`src/rtl/lcd_ser_pkg.sv`:
```
// Shared types and widths for the three-wire display controller.
// Assumes: a display byte is always eight bits; a nibble is four.
package lcd_ser_pkg;
    localparam int BYTE_W = 8;
    localparam int NIB_W  = 4;

    typedef enum logic [1:0] {
        ST_IDLE   = 2'd0,
        ST_SHIFT  = 2'd1,
        ST_STROBE = 2'd2
    } ctl_state_e;
endpackage

```
`src/rtl/lcd_bit_shifter.sv`:
```
// Serialises up to DW bits, most significant first, onto sdata/sclk.
// For each bit, sclk is low for HALF_CYC cycles with the data already set,
// then high for HALF_CYC cycles. The external register samples on the rise.
// Assumes: start arrives only while the shifter is idle; nbits is 1..DW.
module lcd_bit_shifter #(
    parameter int HALF_CYC = 4,
    parameter int DW       = 8
) (
    input  logic                        clk,
    input  logic                        rst_n,
    input  logic                        start,
    input  logic [DW-1:0]               bits,
    input  logic [$clog2(DW+1)-1:0]     nbits,
    output logic                        sclk,
    output logic                        sdata,
    output logic                        done
);
    localparam int CW = $clog2(DW + 1);
    localparam int PW = $clog2(HALF_CYC + 1);

    logic [DW-1:0] shreg;
    logic [CW-1:0] bits_left;
    logic [PW-1:0] phase_cnt;
    logic          active;
    logic          low_phase;

    // Bit sequencer: load on start, then alternate low and high phases per bit.
    always_ff @(posedge clk) begin
        if (!rst_n) begin
            shreg     <= '0;
            bits_left <= '0;
            phase_cnt <= '0;
            active    <= 1'b0;
            low_phase <= 1'b0;
            sclk      <= 1'b1;
            sdata     <= 1'b0;
            done      <= 1'b0;
        end else begin
            done <= 1'b0;
            if (start) begin
                shreg     <= bits;
                bits_left <= nbits;
                phase_cnt <= '0;
                active    <= 1'b1;
                low_phase <= 1'b1;
                sclk      <= 1'b0;
                sdata     <= bits[DW-1];
            end else if (active) begin
                if (phase_cnt == PW'(HALF_CYC - 1)) begin
                    phase_cnt <= '0;
                    if (low_phase) begin
                        sclk      <= 1'b1;
                        low_phase <= 1'b0;
                    end else if (bits_left == CW'(1)) begin
                        active <= 1'b0;
                        done   <= 1'b1;
                        sdata  <= 1'b0;
                    end else begin
                        shreg     <= {shreg[DW-2:0], 1'b0};
                        sdata     <= shreg[DW-2];
                        sclk      <= 1'b0;
                        low_phase <= 1'b1;
                        bits_left <= bits_left - CW'(1);
                    end
                end else begin
                    phase_cnt <= phase_cnt + PW'(1);
                end
            end
        end
    end

    // data must be settled across the sampling edge
    a_r5_data_stable_at_rise: assert property (@(posedge clk) disable iff (!rst_n)
        $rose(sclk) |-> $stable(sdata));

    // once the group is finished the line rests low with the clock high
    a_r10_rest_levels: assert property (@(posedge clk) disable iff (!rst_n)
        done |-> (sclk && !sdata));
endmodule

```
`src/rtl/lcd_strobe_gen.sv`:
```
// Drives the enable pulse for EN_CYC cycles, then holds it low for SETTLE_CYC
// cycles, then pulses done for one cycle.
// Assumes: start only while idle; EN_CYC >= 1 and SETTLE_CYC >= 1.
module lcd_strobe_gen #(
    parameter int EN_CYC     = 125,
    parameter int SETTLE_CYC = 5000
) (
    input  logic clk,
    input  logic rst_n,
    input  logic start,
    output logic en,
    output logic done
);
    localparam int MAXC = (EN_CYC > SETTLE_CYC) ? EN_CYC : SETTLE_CYC;
    localparam int TW   = $clog2(MAXC + 1);

    logic [TW-1:0] cnt;
    logic          active;
    logic          in_settle;

    // Pulse-then-settle timer.
    always_ff @(posedge clk) begin
        if (!rst_n) begin
            cnt       <= '0;
            active    <= 1'b0;
            in_settle <= 1'b0;
            en        <= 1'b0;
            done      <= 1'b0;
        end else begin
            done <= 1'b0;
            if (start) begin
                en        <= 1'b1;
                active    <= 1'b1;
                in_settle <= 1'b0;
                cnt       <= '0;
            end else if (active) begin
                if (!in_settle) begin
                    if (cnt == TW'(EN_CYC - 1)) begin
                        en        <= 1'b0;
                        in_settle <= 1'b1;
                        cnt       <= '0;
                    end else begin
                        cnt <= cnt + TW'(1);
                    end
                end else begin
                    if (cnt == TW'(SETTLE_CYC - 1)) begin
                        active    <= 1'b0;
                        in_settle <= 1'b0;
                        done      <= 1'b1;
                        cnt       <= '0;
                    end else begin
                        cnt <= cnt + TW'(1);
                    end
                end
            end
        end
    end

    // completion can never come straight out of the enable pulse
    a_r7_no_done_at_fall: assert property (@(posedge clk) disable iff (!rst_n)
        $fell(en) |-> !done);

    // the pulse only begins on a start request
    a_r6_en_starts_on_request: assert property (@(posedge clk) disable iff (!rst_n)
        $rose(en) |-> $past(start));
endmodule

```
`src/rtl/lcd_serial_ctrl.sv`:
```
// Top of the three-wire display controller. It accepts a byte on valid/ready,
// shifts it (or each nibble in 4-bit mode, upper first) to an external
// shift register, and strobes the display enable after each group.
// Assumes: the external register shifts toward its high output on ser_clk rise.
module lcd_serial_ctrl
    import lcd_ser_pkg::*;
#(
    parameter int HALF_CYC    = 63,
    parameter int EN_HIGH_CYC = 125,
    parameter int SETTLE_CYC  = 5000
) (
    input  logic              clk,
    input  logic              rst_n,
    input  logic              in_valid,
    output logic              in_ready,
    input  logic [BYTE_W-1:0] in_data,
    input  logic              in_rs,
    input  logic              in_bus4,
    output logic              ser_data,
    output logic              ser_clk,
    output logic              lcd_en,
    output logic              lcd_rs
);
    localparam int CW = $clog2(BYTE_W + 1);

    ctl_state_e        state;
    logic [BYTE_W-1:0] data_q;
    logic              bus4_q;
    logic              lo_pass;
    logic              sh_start;
    logic              st_start;
    logic              sh_done;
    logic              st_done;
    logic              accept;
    logic [BYTE_W-1:0] sh_bits;
    logic [CW-1:0]     sh_nbits;

    assign in_ready = (state == ST_IDLE);
    assign accept   = in_valid && in_ready;

    // Pick the group to shift: the whole byte, or one nibble left-aligned.
    always_comb begin
        if (bus4_q) begin
            sh_bits  = lo_pass ? {data_q[NIB_W-1:0], {(BYTE_W-NIB_W){1'b0}}}
                               : {data_q[BYTE_W-1:NIB_W], {(BYTE_W-NIB_W){1'b0}}};
            sh_nbits = CW'(NIB_W);
        end else begin
            sh_bits  = data_q;
            sh_nbits = CW'(BYTE_W);
        end
    end

    // Transfer sequencer: accept, shift, strobe, and repeat once for the low nibble.
    always_ff @(posedge clk) begin
        if (!rst_n) begin
            state    <= ST_IDLE;
            data_q   <= '0;
            bus4_q   <= 1'b0;
            lo_pass  <= 1'b0;
            sh_start <= 1'b0;
            st_start <= 1'b0;
            lcd_rs   <= 1'b0;
        end else begin
            sh_start <= 1'b0;
            st_start <= 1'b0;
            case (state)
                ST_IDLE: begin
                    if (in_valid) begin
                        data_q   <= in_data;
                        bus4_q   <= in_bus4;
                        lcd_rs   <= in_rs;
                        lo_pass  <= 1'b0;
                        sh_start <= 1'b1;
                        state    <= ST_SHIFT;
                    end
                end
                ST_SHIFT: begin
                    if (sh_done) begin
                        st_start <= 1'b1;
                        state    <= ST_STROBE;
                    end
                end
                ST_STROBE: begin
                    if (st_done) begin
                        if (bus4_q && !lo_pass) begin
                            lo_pass  <= 1'b1;
                            sh_start <= 1'b1;
                            state    <= ST_SHIFT;
                        end else begin
                            state <= ST_IDLE;
                        end
                    end
                end
                default: state <= ST_IDLE;
            endcase
        end
    end

    lcd_bit_shifter #(
        .HALF_CYC (HALF_CYC),
        .DW       (BYTE_W)
    ) u_shift (
        .clk   (clk),
        .rst_n (rst_n),
        .start (sh_start),
        .bits  (sh_bits),
        .nbits (sh_nbits),
        .sclk  (ser_clk),
        .sdata (ser_data),
        .done  (sh_done)
    );

    lcd_strobe_gen #(
        .EN_CYC     (EN_HIGH_CYC),
        .SETTLE_CYC (SETTLE_CYC)
    ) u_strobe (
        .clk   (clk),
        .rst_n (rst_n),
        .start (st_start),
        .en    (lcd_en),
        .done  (st_done)
    );

    // idle outputs whenever the host may hand over a byte
    a_r10_idle_levels: assert property (@(posedge clk) disable iff (!rst_n)
        in_ready |-> (ser_clk && !ser_data && !lcd_en));

    // the strobe never overlaps a low shift-clock phase
    a_r6_en_with_clk_high: assert property (@(posedge clk) disable iff (!rst_n)
        lcd_en |-> ser_clk);

    // register select moves only on acceptance
    a_r8_rs_hold: assert property (@(posedge clk) disable iff (!rst_n)
        !$past(accept) |-> $stable(lcd_rs));

    // busy immediately after acceptance
    a_r2_busy_after_accept: assert property (@(posedge clk) disable iff (!rst_n)
        accept |=> !in_ready);
endmodule

```
`config.mk`:
```
export PLATFORM = sky130hd
export DESIGN_NAME = lcd_serial_ctrl
export DESIGN_NICKNAME = d
export VERILOG_FILES = /design/src/rtl/lcd_ser_pkg.sv /design/src/rtl/lcd_bit_shifter.sv /design/src/rtl/lcd_strobe_gen.sv /design/src/rtl/lcd_serial_ctrl.sv
export SDC_FILE = /design/constraint.sdc
export NUM_CORES = 1
export LEC_CHECK = 0
export ABC_AREA = 1
export BUFFER_PORTS_ARGS = -buffer_cell sky130_fd_sc_hd__buf_2
export CAP_MARGIN = 20
export CORE_AREA = 8 8 81 83
export CTS_BUF_LIST = sky130_fd_sc_hd__clkbuf_8
export DETAILED_ROUTE_END_ITERATION = 16
export DIE_AREA = 0 0 89 91
export PLACE_DENSITY = 0.67
export SYNTH_ARGS = -nofsm -noshare
export SYNTH_HDL_FRONTEND = slang
export SYNTH_SLANG_ARGS = --single-unit
```
`constraint.sdc`:
```
create_clock -name clk -period 3.2 [get_ports clk]
set_input_delay 0.16 -clock clk [delete_from_list [all_inputs] [get_ports clk]]
set_output_delay 0.16 -clock clk [all_outputs]
set_load 0.01 [all_outputs]
```
==> flow_summary.toml <==
[grt]
grt_pass1_wl_um = 8910
grtUsageTotal = 0.135
grt_max_degree = 19
grt_pass1_vias = 2018
grt-ovfl-total = 0
antenna_found_initial = 0

[routing]
avgRoutedWirePerCell_um = 11.5
postRouteAntennaNets = 0
drtIter0Drc = 93
drt-total-wl_um = 5180
dr.pass1.iters = 4
drc_errors = 0
via_per_inst = 4.91
num_vias = 2204

[synth]
async_reset_ff_frac = 0
yosysUniqueCellTypes = 36
ys_ff_latch = 54
synthTopCellsByArea = "dfxtp_1 42%, nand2_1 9.9%, nor2_1 9.0%, inv_1 5.8%, a21oi_1 5.4%"
syn-cell-area_um2 = 2590
yosysMostFrequentCell = "nand2_1"
avgSynthCellArea_um2 = 7.17
synth_seq_area_share = 0.418
yosysTopAreaCell = "dfxtp_1"
synthFlopType = "dfxtp_1"
synth_edf_count = 0
synth_cells = 361
synth_warnings = 0
syn-num-nets = 380
synthTopCellsByCount = "68 x nand2_1, 62 x nor2_1, 54 x dfxtp_1"
yosysTopAreaCellShare = 0.418

[outcome]
status = "completed"

[clock_tree]
ctsResizeCount = 0
cts_inserted_buffers = 5
cts_hold_buf = 0
clk_latency_ns = 0.30
cts-root-buf = "clkbuf_8"
postCtsSetupBuffers = 0
cts.sinks = 54
ctsHtreeMaxLevel = 2
cts_tree = "yes"
clk_pin_slew_ns = 0.10
clk_path_buf_depth = 2

[power_and_ir_drop]
leakagePower_nw = 1.13
power_mw = 1.40
power.density_nw_per_um2 = 497
vdd_drop_max_v = 0.000263

[placement]
place.port_buffers = 17
dp_cells = 441
gp_congestion = 0.871
place_worst_setup_slack_ns = 1.68
post_dp_cell_area_um2 = 2710
dpl.hpwl_um = 3790

[cells_and_area]
drive_above_1_share = 0.106
fillerInstances = 559
final_util = 0.529
stdcell_count = 449
diodes = 0
final_area_um2 = 2820
fin_nets = 395
area_growth_pct = 8.99

[worst_setup_path]
r2r_cells = 8
required_ns = 3.41
timing.rr.end = "u_shift.shreg[6]"
r2r-start = "u_shift.bits_left[1]"
end_kind = "register"
crit_fanout = 13
critical_path_class = "reg2reg"
crit_arrival_ns = 1.75
r2r_setup_slack_ns = 1.66
cp-start-kind = "register"

[sta]
fin_ws_ns = 1.66
finalHoldViolations = 0
worstMarginPinSlew_ns = 0.464
finalHoldWorstSlack_ns = 0.0953
fin_crit_ns = 1.54
setup_viol = 0
finalCritPeriodShare = 0.482
drv_slew = 0
clock_skew_ns = 0.00860
relSlewSlack = 0.690
fmax_mhz = 649
rsz0062_at_grt = "false"
setup_tns_ns = 0

[die]
ios = 18
fp.dieArea_um2 = 8100
rows = 27
die_x_um = 89
start_util = 0.485
die-height_um = 91
core_area_um2 = 5340

[job]
maxCapViolCount = 0

[worst_hold_path]
min_to = "data_q[0]"
whs_path_depth = 3
min_from = "in_data[0]"
hold_class = "in2reg"
-- per-layer routing --
layer	GRT usage	routed length (um)	up-vias
li1	-	-	1194
met1	0.184	2630	972
met2	0.205	2350	36
met3	0.0288	159	2
met4	0.0416	41	0
met5	0	0	-
-- sequential cells by signal, summed over array words and instances, names as in the netlist --
register            count
u_shift.shreg           7
state                   2
u_strobe.in_settle      1
u_strobe.done           1
st_start                1
u_strobe.active         1
u_shift.bits_left       4
u_shift.low_phase       1
u_shift.sdata           1
u_shift.done            1
lcd_rs                  1
lo_pass                 1
data_q                  8
u_shift.sclk            1
u_strobe.en             1
u_shift.active          1
sh_start                1
bus4_q                  1
u_shift.phase_cnt       6
u_strobe.cnt           13
-- placed cells by master, fill, tap and decap left out, types with 3 or more instances in the layout --
| master | n |
|---|---|
| o21ai_0 | 27 |
| inv_1 | 40 |
| xor2_1 | 7 |
| nor3_1 | 8 |
| nand2_1 | 68 |
| a21oi_1 | 28 |
| dfxtp_1 | 54 |
| xnor2_1 | 3 |
| nand3_1 | 21 |
| nor2_1 | 62 |
| buf_2 | 17 |
| nand4_1 | 4 |
| clkbuf_8 | 5 |
| ha_1 | 6 |
-- cell type report --
class	count	area (um2)	area share
Clock buffer	5	68.8	0.0244
Timing Repair Buffer	17	85.1	0.0302
Sequential cell	54	1080	0.383
Tap cell	72	90.1	0.0319
Inverter	43	175	0.0621
Multi-Input combinational cell	255	1280	0.453
Clock inverter	3	43.8	0.0155
-- kinds of logic (layout without fill, tap and decap cells) --
kind of cell | after synthesis | after routing | share of synthesized area
flip-flops | 54 | 54 | 0.418
buffers and inverters | 52 | 68 | 0.0889
AO/OA/AOI/OAI | 65 | 65 | 0.141
adder cells (fa/ha/maj) | 6 | 6 | 0.0290
XOR/XNOR | 10 | 10 | 0.0338
AND/OR/NAND/NOR | 174 | 174 | 0.290
-- critical path, cell delays in order (launching register included) --
cell,delay (ns)
dfxtp_1,0.34
inv_1,0.08
ha_1,0.18
nand2_1,0.07
nor2_2,0.06
o21ai_4,0.28
nand2_4,0.19
o21ai_0,0.19
nor2_1,0.05
-- how the worst max path moves through the flow --
stage	depth (start not counted)	endpoint	from
6_report	8	u_shift.shreg[6]	u_shift.bits_left[1]
5_1_grt	8	u_shift.shreg[4]	u_shift.bits_left[1]
4_1_cts	8	u_shift.shreg[6]	u_shift.bits_left[1]
3_5_place_dp	8	u_shift.shreg[6]	u_shift.bits_left[1]
3_3_place_gp	8	u_shift.shreg[6]	u_shift.phase_cnt[1]
2_1_floorplan	9	u_shift.shreg[5]	u_shift.bits_left[1]
-- power by group --
part           internal [mW]  switching, mW  leakage (nW)
registers              0.714         0.0359         0.439
logic                 0.0729          0.117         0.629
clock network          0.235          0.226        0.0585
total                   1.02          0.380          1.13
Note: power is estimated with default switching activity, not from simulation.
